**src/rtl/pwm7_pkg.sv**
```systemverilog
package pwm7_pkg;
   localparam int NCAR  = 6;
   localparam int NPAIR = 3;
   localparam int MID   = 3;

   // level index 0..6 (signed level = idx-3) -> pair states {p3,p2,p1}
   // a pair state of 1 turns the first switch of the pair on
   function automatic logic [NPAIR-1:0] pair_want(input logic [2:0] idx);
      case (idx)
         3'd6:    return 3'b011;
         3'd5:    return 3'b001;
         3'd4:    return 3'b010;
         3'd3:    return 3'b111;
         3'd2:    return 3'b101;
         3'd1:    return 3'b110;
         default: return 3'b100;
      endcase
   endfunction
endpackage

```
**src/rtl/pwm7_carrier.sv**
```systemverilog
module pwm7_carrier #(
   parameter int DIV  = 25,
   parameter int SPAN = 250,
   parameter int TW   = $clog2(SPAN + 1)
) (
   input  logic          clk,
   input  logic          rst,
   output logic [TW-1:0] tri_o,
   output logic          turn_o
);
   logic step;
   logic up_q;

   generate
      if (DIV == 1) begin : g_nodiv
         assign step = 1'b1;
      end else begin : g_div
         localparam int DVW = $clog2(DIV);
         logic [DVW-1:0] div_q;
         assign step = (div_q == DVW'(DIV - 1));
         always_ff @(posedge clk) begin
            if (rst)       div_q <= '0;
            else if (step) div_q <= '0;
            else           div_q <= div_q + 1'b1;
         end
      end
   endgenerate

   always_ff @(posedge clk) begin
      if (rst) begin
         tri_o <= '0;
         up_q  <= 1'b1;
      end else if (step) begin
         if (up_q) begin
            tri_o <= tri_o + 1'b1;
            if (tri_o == TW'(SPAN - 1)) up_q <= 1'b0;
         end else begin
            tri_o <= tri_o - 1'b1;
            if (tri_o == TW'(1)) up_q <= 1'b1;
         end
      end
   end

   assign turn_o = step && ((tri_o == '0) || (tri_o == TW'(SPAN)));

   p_tri_range_r1: assert property (@(posedge clk) disable iff (rst)
      tri_o <= TW'(SPAN));
   p_step_size_r1: assert property (@(posedge clk) disable iff (rst)
      !step |=> $stable(tri_o));
endmodule

```
**src/rtl/pwm7_slicer.sv**
```systemverilog
module pwm7_slicer
   import pwm7_pkg::*;
#(
   parameter int SMP_W = 12,
   parameter int SPAN  = 250,
   parameter int TW    = $clog2(SPAN + 1)
) (
   input  logic                    clk,
   input  logic                    rst,
   input  logic signed [SMP_W-1:0] smp_i,
   input  logic [TW-1:0]           tri_i,
   input  logic                    turn_i,
   output logic [2:0]              lvl_o,
   output logic                    ok_o
);
   logic signed [SMP_W-1:0] hold_q;
   logic                    valid_q;
   logic [NCAR-1:0]         above;
   logic [2:0]              cnt;

   always_ff @(posedge clk) begin
      if (rst) begin
         hold_q  <= '0;
         valid_q <= 1'b0;
      end else if (turn_i) begin
         hold_q  <= smp_i;
         valid_q <= 1'b1;
      end
   end

   for (genvar k = 0; k < NCAR; k++) begin : g_cmp
      assign above[k] = (int'(hold_q) > ((k - MID) * SPAN + int'(tri_i)));
   end

   always_comb begin
      cnt = '0;
      for (int k = 0; k < NCAR; k++) cnt = cnt + 3'(above[k]);
   end

   always_ff @(posedge clk) begin
      if (rst) begin
         lvl_o <= 3'(MID);
         ok_o  <= 1'b0;
      end else begin
         lvl_o <= cnt;
         ok_o  <= valid_q;
      end
   end

   p_hold_only_at_turn_r2: assert property (@(posedge clk) disable iff (rst)
      !turn_i |=> $stable(hold_q));
   p_level_range_r3: assert property (@(posedge clk) disable iff (rst)
      lvl_o <= 3'd6);
endmodule

```
**src/rtl/pwm7_deadband.sv**
```systemverilog
module pwm7_deadband #(
   parameter int DT_W = 4
) (
   input  logic            clk,
   input  logic            rst,
   input  logic            en_i,
   input  logic            want_i,
   input  logic [DT_W-1:0] dead_i,
   output logic            hi_o,
   output logic            lo_o
);
   logic            cur_q;
   logic            act_q;
   logic [DT_W-1:0] dt_q;

   always_ff @(posedge clk) begin
      if (rst) begin
         cur_q <= 1'b0;
         dt_q  <= '0;
         act_q <= 1'b0;
      end else begin
         act_q <= en_i;
         if (!en_i) begin
            cur_q <= want_i;
            dt_q  <= '0;
         end else if (want_i != cur_q) begin
            cur_q <= want_i;
            dt_q  <= dead_i;
         end else if (dt_q != '0) begin
            dt_q  <= dt_q - 1'b1;
         end
      end
   end

   assign hi_o = act_q && (dt_q == '0) && cur_q;
   assign lo_o = act_q && (dt_q == '0) && !cur_q;

   p_never_both_r6: assert property (@(posedge clk) disable iff (rst)
      !(hi_o && lo_o));
   p_gap_up_r7: assert property (@(posedge clk) disable iff (rst)
      (hi_o && $past(lo_o)) |-> ($past(dead_i) == '0));
   p_gap_down_r7: assert property (@(posedge clk) disable iff (rst)
      (lo_o && $past(hi_o)) |-> ($past(dead_i) == '0));
   p_off_when_idle_r8: assert property (@(posedge clk) disable iff (rst)
      !en_i |=> (!hi_o && !lo_o));
endmodule

```
**src/rtl/pwm7_cd_gen.sv**
```systemverilog
module pwm7_cd_gen
   import pwm7_pkg::*;
#(
   parameter int SMP_W = 12,
   parameter int DIV   = 25,
   parameter int SPAN  = 250,
   parameter int DT_W  = 4
) (
   input  logic                    clk,
   input  logic                    rst,
   input  logic signed [SMP_W-1:0] mod_smp,
   input  logic [DT_W-1:0]         dead_cyc,
   output logic [2:0]              level_idx,
   output logic [NPAIR-1:0]        sw_a,
   output logic [NPAIR-1:0]        sw_b
);
   localparam int TW = $clog2(SPAN + 1);

   initial begin
      if (DIV < 1)  $error("DIV must be at least 1");
      if (SPAN < 2) $error("SPAN must be at least 2");
      if (MID * SPAN >= (1 << (SMP_W - 1))) $error("SMP_W too narrow for 3*SPAN");
      if (DT_W < 1) $error("DT_W must be at least 1");
   end

   logic [TW-1:0]    tri_w;
   logic             turn_w;
   logic [2:0]       lvl_w;
   logic             ok_w;
   logic [NPAIR-1:0] want_w;

   pwm7_carrier #(.DIV(DIV), .SPAN(SPAN), .TW(TW)) u_car (
      .clk(clk), .rst(rst), .tri_o(tri_w), .turn_o(turn_w));

   pwm7_slicer #(.SMP_W(SMP_W), .SPAN(SPAN), .TW(TW)) u_slc (
      .clk(clk), .rst(rst), .smp_i(mod_smp), .tri_i(tri_w), .turn_i(turn_w),
      .lvl_o(lvl_w), .ok_o(ok_w));

   assign want_w    = pair_want(lvl_w);
   assign level_idx = lvl_w + 3'd1;

   for (genvar p = 0; p < NPAIR; p++) begin : g_pair
      pwm7_deadband #(.DT_W(DT_W)) u_db (
         .clk(clk), .rst(rst), .en_i(ok_w), .want_i(want_w[p]),
         .dead_i(dead_cyc), .hi_o(sw_a[p]), .lo_o(sw_b[p]));
   end

   p_sign_pair_r5: assert property (@(posedge clk) disable iff (rst)
      (level_idx > 3'd4) |-> !want_w[2]);
   p_reset_level_r8: assert property (@(posedge clk)
      rst |=> (level_idx == 3'd4 && sw_a == '0 && sw_b == '0));
endmodule

```
**config.mk**
```make
export PLATFORM = sky130hd
export DESIGN_NAME = pwm7_cd_gen
export DESIGN_NICKNAME = d
export VERILOG_FILES = /design/src/rtl/pwm7_pkg.sv /design/src/rtl/pwm7_carrier.sv /design/src/rtl/pwm7_slicer.sv /design/src/rtl/pwm7_deadband.sv /design/src/rtl/pwm7_cd_gen.sv
export SDC_FILE = /design/constraint.sdc
export NUM_CORES = 1
export LEC_CHECK = 0
export BUFFER_PORTS_ARGS = -buffer_cell sky130_fd_sc_hd__buf_2
export CAP_MARGIN = 10
export CORE_MARGIN = 1.5
export CORE_UTILIZATION = 52
export CTS_CLUSTER_DIAMETER = 30
export CTS_CLUSTER_SIZE = 25
export DETAILED_ROUTE_END_ITERATION = 6
export PLACE_DENSITY_LB_ADDON = 0.15
export SYNTH_ARGS = -nofsm -noshare
export SYNTH_HDL_FRONTEND = slang
export SYNTH_SLANG_ARGS = --single-unit
```
**constraint.sdc**
```tcl
create_clock -name clk -period 5.6 [get_ports clk]
set_input_delay 0.56 -clock clk [delete_from_list [all_inputs] [get_ports clk]]
set_output_delay 0.56 -clock clk [all_outputs]
set_load 0.01 [all_outputs]
```
### Word-level counts from Yosys, hierarchy flattened

Cells that the tools add are included.

| storage, ports and cells | value |
|---|---|
| bits in registers | 47 |
| output and inout bits | 9 |

| operators by class | value |
|---|---|
| $add $sub $neg | 17 |
| magnitude comparators | 6 |
| equality and inequality tests | 16 |
| muxes and demuxes | 17 |
| bitwise logic cells | 1 |
| reductions and logical operators | 26 |

Operator list:

| cell | count |
|---|---|
| > comparator 12 x 10 -> 1 bit | 2 |
| > comparator 12 x 11 -> 1 bit | 2 |
| two-way mux 4 bit | 6 |
| one-hot mux 3 bit (6 select lines) | 1 |
| equality test 8 bit (second input constant) | 2 |
| adder 11 x 9 -> 12 bit (first input constant) | 1 |
| adder 3 x 1 -> 3 bit | 4 |
| > comparator 12 bit | 1 |
| > comparator 12 x 9 -> 1 bit | 1 |
| logical NOT 4 bit | 3 |
| nonzero test 4 bit | 3 |
| subtractor 4 x 1 -> 4 bit (second input constant) | 3 |
| adder 10 x 9 -> 11 bit (first input constant) | 1 |
| adder 9 x 8 -> 10 bit (first input constant) | 1 |
| adder 9 x 9 -> 10 bit (first input constant) | 1 |
| logical AND 1 bit | 10 |
| adder 8 x 8 -> 9 bit (first input constant) | 1 |
| equality test 3 bit (second input constant) | 3 |
| two-way mux 1 bit | 9 |
| adder 8 x 1 -> 8 bit (second input constant) | 1 |
| equality test 8 x 1 -> 1 bit (second input constant) | 1 |
| logical NOT 8 bit | 1 |
| two-way mux 8 bit | 1 |
| subtractor 8 x 1 -> 8 bit (second input constant) | 1 |
| other kinds (13) | 23 |

### Logic depth before layout (Yosys ltp)

| logic depth | value |
|---|---|
| depth in word-level cells | 7 |
| mapped depth | 16 |
| gate-level depth less buffers | 16 |

### Hierarchy

Synthesis repeated with hierarchy kept, for this count alone.

| unflattened totals | value |
|---|---|
| cells, all modules | 494 |
| area, all modules | 4164.0 um^2 |

Modules (own cells, without submodules):

| module | instances | cells an instance | area an instance (um^2) | sequential area each (um^2) |
|---|---|---|---|---|
| pwm7_slicer | 1 | 274 | 2255.9 | 340.3 |
| pwm7_deadband | 3 | 34 | 315.3 | 120.1 |
| pwm7_carrier | 1 | 99 | 817.0 | 280.3 |
| pwm7_cd_gen | 1 | 19 | 145.1 | 0.0 |

### Worst setup path after synthesis

OpenSTA, ideal clock, no wires.

| path | value |
|---|---|
| kind | reg2reg |
| start | register u_car.tri_o[6] |
| end | register u_slc.lvl_o[1] |
| library setup time | 0.117 ns |
| data arrival time | 4.073 ns |
| setup slack | 1.410 ns |
| stages on the path, launching flop included | 15 |
| clock period less this slack | 4.190 ns |
| path through | dfxtp_1 buf_1 nand3_1 or2_2 ha_1 a211oi_1 nand2_1 a2111oi_0 o31ai_1 ha_1 fa_1 inv_1 fa_1 fa_1 nand2b_1 |

| on the way | value |
|---|---|
| cells in the longest elaborated chain, start to end | 7 |

RTL lines:

| element | line | text |
|---|---|---|
| from (decl) | pwm7_carrier.sv:8 | `output logic [TW-1:0] tri_o,` |
| from (signal assigned) | pwm7_carrier.sv:35 | `tri_o <= tri_o + 1'b1;` |
| from (signal assigned) | pwm7_carrier.sv:38 | `tri_o <= tri_o - 1'b1;` |
| adder 11 x 9 -> 12 bit or adder 10 x 9 -> 11 bit (tied branches) | pwm7_slicer.sv:32 | `assign above[k] = (int'(hold_q) > ((k - MID) * SPAN + int'(tri_i)));` |
| > comparator 12 bit or > comparator 12 x 11 -> 1 bit (tied branches) | pwm7_slicer.sv:32 |  |
| adder 1 x 1 -> 2 bit | pwm7_slicer.sv:37 | `for (int k = 0; k < NCAR; k++) cnt = cnt + 3'(above[k]);` |
| adder 3 x 1 -> 3 bit (3 in a row) | pwm7_slicer.sv:37 |  |
| adder 3 x 1 -> 3 bit (*) | pwm7_slicer.sv:37 |  |
| to (signal assigned) | pwm7_slicer.sv:42 | `lvl_o <= 3'(MID);` |
| to (signal assigned) | pwm7_slicer.sv:45 | `lvl_o <= cnt;` |
| to (decl) | pwm7_slicer.sv:13 | `output logic [2:0] lvl_o,` |

Every way passes the cells marked *; elsewhere a longest branch is shown, timed or not.
A chain may end at the register's enable or synchronous reset.

### Worst setup path after layout

| path | value |
|---|---|
| start | register u_car.tri_o[1] |
| end | register u_slc.lvl_o[1] |

Same word-level chain as after synthesis.

==> impl_metrics.env <==
export IMPL_first_iter_violations=126
export IMPL_syn_instance_count=504
export IMPL_startpoint_type="flip-flop"
export IMPL_cts_sinks=47
export IMPL_cts_root_buf="clkbuf_8"
export IMPL_p_seq_share_pct=56.4
export IMPL_busiest_layer="met2"
export IMPL_p_leak_nw=2.03
export IMPL_setup_viol=0
export IMPL_ir_worst_vdd_uv=122
export IMPL_antenna_found_initial=0
export IMPL_vias=3463
export IMPL_grt_pass1_vias=3320
export IMPL_swShare_pct=20.2
export IMPL_wirelength_um=9590
export IMPL_num_rows=32
export IMPL_ys_types=58
export IMPL_crit_path_end_kind="flip-flop"
export IMPL_synth_edf_count=0
export IMPL_p_comb_share_pct=4.3
export IMPL_die_h_um=93.6
export IMPL_finalClockSkew_ns=0.00600
export IMPL_syn_nets=598
export IMPL_synth_main_ff_cell="dfxtp_1"
export IMPL_io_buffers=26
export IMPL_maxCapViolations=0
export IMPL_fin_crit_sh_pct=81.2
export IMPL_crit_arrival_ns=4.73
export IMPL_async_flop_share_pct=0
export IMPL_ys_warnings_count=0
export IMPL_antenna_cells=0
export IMPL_drc=0
export IMPL_rsz0062_at_grt="false"
export IMPL_die_area_sq_mm=0.00876
export IMPL_start_util_pct=54.4
export IMPL_ant_nets=0
export IMPL_place_hpwl_um=7580
export IMPL_tightest_slew_ns=0.989
export IMPL_p_switching_mw=0.122
export IMPL_grt_overflow=0
export IMPL_postPlaceCellArea_sq_mm=0.00442
export IMPL_design_area_sq_mm=0.00452
export IMPL_grt_pass1_wl_um=15900
export IMPL_syn_avg_cell_area_sq_um=8.47
export IMPL_cts_max_path_buffers=2
export IMPL_slowest_delay_ns=0.54
export IMPL_critPathBufInv=1
export IMPL_gr_usage_met3_pct=4.07
export IMPL_cts_setup_buffers=0
export IMPL_drv_slew=0
export IMPL_hold_buffers=0
export IMPL_total_power_mw=0.603
export IMPL_core_sq_mm=0.00785
export IMPL_fin_hold_ws_ns=0.463
export IMPL_fin_crit_ns=4.55
export IMPL_required_ns=5.79
export IMPL_wire_per_inst_um=15.5
export IMPL_cp_max_fo=10
export IMPL_grt_use_met2_pct=37.7
export IMPL_cts_buffers_inserted=5
export IMPL_syn_cell_area_sq_mm=0.00427
export IMPL_power_frac_clock_pct=39.3
export IMPL_hold_violations=0
export IMPL_fp_dieW_um=93.6
export IMPL_cts_tree="done"
export IMPL_num_fill_cells=735
export IMPL_hp_class="flip-flop to flip-flop"
export IMPL_criticalPathCategory="flip-flop to flip-flop"
export IMPL_ys_ff_latch=47
export IMPL_postCtsResizedCells=0
export IMPL_grtUsageMet1_pct=31.2
export IMPL_path_clk_slew_ns=0.08
export IMPL_yosysSeqAreaShare_pct=22.1
export IMPL_grt_max_degree=44
export IMPL_crit_chain="ha_1, a21oi_1, or2_2, ha_1, a211oi_1, nand2_1, a2111oi_0, o31ai_1, ha_1, fa_1, inv_1, fa_1, fa_1, nand2b_1"
export IMPL_drtPass1Iterations=4
export IMPL_clk_latency_ns=0.30
export IMPL_tns_ns=0
export IMPL_cp_slowest_cell="dfxtp_1"
export IMPL_max_freq_ghz=0.220
export IMPL_grt_use_total_pct=23.0
export IMPL_io_pins=27
export IMPL_power_density_mw_per_mm2=133
export IMPL_intPower_mw=0.481
export IMPL_slew_headroom_pct=34.1
export IMPL_outcome="complete, no violations"
export IMPL_final_util_pct=57.6
export IMPL_gp_congestion=0.941
export IMPL_nNetsFinal=609
export IMPL_area_growth_pct=5.95
export IMPL_crit_family="adder cells"
export IMPL_final_layout_size_suffix_gt1_share_pct=8.54
export IMPL_cts_max_level=2
export IMPL_vias_per_cell=5.61
-- flip-flops by register name, indices dropped and copies added (netlist names) --
signal and count:
g_pair.u_db.dt_q 12, u_slc.hold_q 12, u_car.tri_o 8, u_car.g_div.div_q 5
g_pair.u_db.cur_q 3, u_slc.lvl_o 3, g_pair.u_db.act_q 1, u_car.up_q 1
u_slc.ok_o 1, u_slc.valid_q 1
-- synth_stat cells, types with 3 or more instances --
master | n | area share, %
a21o_1 | 7 | 1.2
a21oi_1 | 31 | 3.6
a221oi_1 | 3 | 0.62
and3_1 | 7 | 1.0
and4_1 | 6 | 1.2
and4b_1 | 3 | 0.70
buf_1 | 3 | 0.26
buf_4 | 7 | 1.2
clkbuf_1 | 12 | 1.1
dfxtp_1 | 47 | 22
fa_1 | 3 | 1.4
ha_1 | 73 | 21
inv_1 | 33 | 2.9
mux2i_1 | 24 | 5.6
nand2_1 | 32 | 2.8
nand2b_1 | 34 | 5.0
nand3_1 | 12 | 1.4
nand4_1 | 4 | 0.59
nor2_1 | 31 | 2.7
nor2b_1 | 6 | 0.88
nor3_1 | 13 | 1.5
nor3b_1 | 4 | 0.70
o21ai_0 | 13 | 1.5
o21bai_1 | 3 | 0.53
o31ai_1 | 5 | 0.88
or3_1 | 8 | 1.2
or4_1 | 4 | 0.70
xnor2_1 | 30 | 6.2
xor2_1 | 6 | 1.2
-- worst paths after layout --
| check | end | depth (start not counted) | slack, ns | startpoint |
|---|---|---|---|---|
| worst max-delay path | u_slc.lvl_o[1]$_SDFF_PP1_ | 14 | 1.05 | u_car.tri_o[1]$_SDFFE_PP0P_ |
| worst min-delay path | u_slc.ok_o$_SDFF_PP0_ | 1 | 0.46 | u_slc.valid_q$_SDFFE_PP0P_ |
| worst max register to register | u_slc.lvl_o[1]$_SDFF_PP1_ | 14 | 1.05 | u_car.tri_o[1]$_SDFFE_PP0P_ |
| worst min register to register | u_slc.ok_o$_SDFF_PP0_ | 1 | 0.46 | u_slc.valid_q$_SDFFE_PP0P_ |
-- cell type report --
class | instances | area, sq um | area share (%)
Timing Repair Buffer | 27 | 138 | 3.04
Tap cell | 102 | 128 | 2.82
Multi-Input combinational cell | 400 | 3080 | 68.2
Clock buffer | 6 | 72.6 | 1.61
Sequential cell | 47 | 941 | 20.8
Inverter | 34 | 128 | 2.82
Clock inverter | 1 | 30.0 | 0.664
-- power by group through the flow --
stage / clock, mW / combinational, mW / sequential, mW
finish: 0.237 / 0.0260 / 0.340
global route: 0.261 / 0.0289 / 0.340
CTS: 0.245 / 0.0263 / 0.340
detailed placement: 0 / 0.0261 / 0.348
global placement: 0 / 0.0258 / 0.348
floorplan: 0 / 0.0168 / 0.347
-- worst reg2reg max path: stages (launching register included) --
cell and delay [ns]:
dfxtp_1 0.54, ha_1 0.30, a21oi_1 0.14, or2_2 0.34
ha_1 0.33, a211oi_1 0.25, nand2_1 0.07, a2111oi_0 0.44
o31ai_1 0.12, ha_1 0.34, fa_1 0.53, inv_1 0.06
fa_1 0.44, fa_1 0.49, nand2b_1 0.05
-- metal layers --
| layer | part of all wire [%] | vias up |
|---|---|---|
| li1 | - | 1790 |
| met1 | 50 | 1589 |
| met2 | 45 | 70 |
| met3 | 3.6 | 14 |
| met4 | 1.6 | 0 |
| met5 | 0 | - |
-- stage by stage --
stage	worst slack (ns)	cells
final	1.05	617
after global routing	0.756	617
after CTS	1.08	617
after detailed placement	1.11	610
after global placement	1.21	610
after floorplan	1.41	504
-- cell usage in the layout (no fill, tap or decap), types with 5 or more instances in the layout --
master / synthesis / layout
mux2i_1: 24 / 24
inv_1: 33 / 33
xor2_1: 6 / 6
a21o_1: 7 / 7
o21ai_0: 13 / 13
nand2_1: 32 / 32
clkbuf_8: 0 / 5
nor2_1: 31 / 31
nor2b_1: 6 / 6
and4_1: 6 / 6
ha_1: 73 / 73
dfxtp_1: 47 / 47
xnor2_1: 30 / 30
a21oi_1: 31 / 31
or3_1: 8 / 8
and3_1: 7 / 7
o31ai_1: 5 / 5
nand2b_1: 34 / 34
nand3_1: 12 / 12
buf_2: 1 / 26
nor3_1: 13 / 13
-- cell families (layout without fill, tap and decap cells) --
family | after synthesis | in the layout | share of synthesized area [%]
multiplexers | 26 | 26 | 6.16
AND/OR/NAND/NOR | 175 | 175 | 22.5
XOR/XNOR | 36 | 36 | 7.39
adder cells (fa/ha/maj) | 76 | 76 | 22.8
AO/OA/AOI/OAI | 87 | 87 | 13.4
flip-flops | 47 | 47 | 22.1
buffers and inverters | 57 | 68 | 5.66
Power figures use the tool's default switching activity.
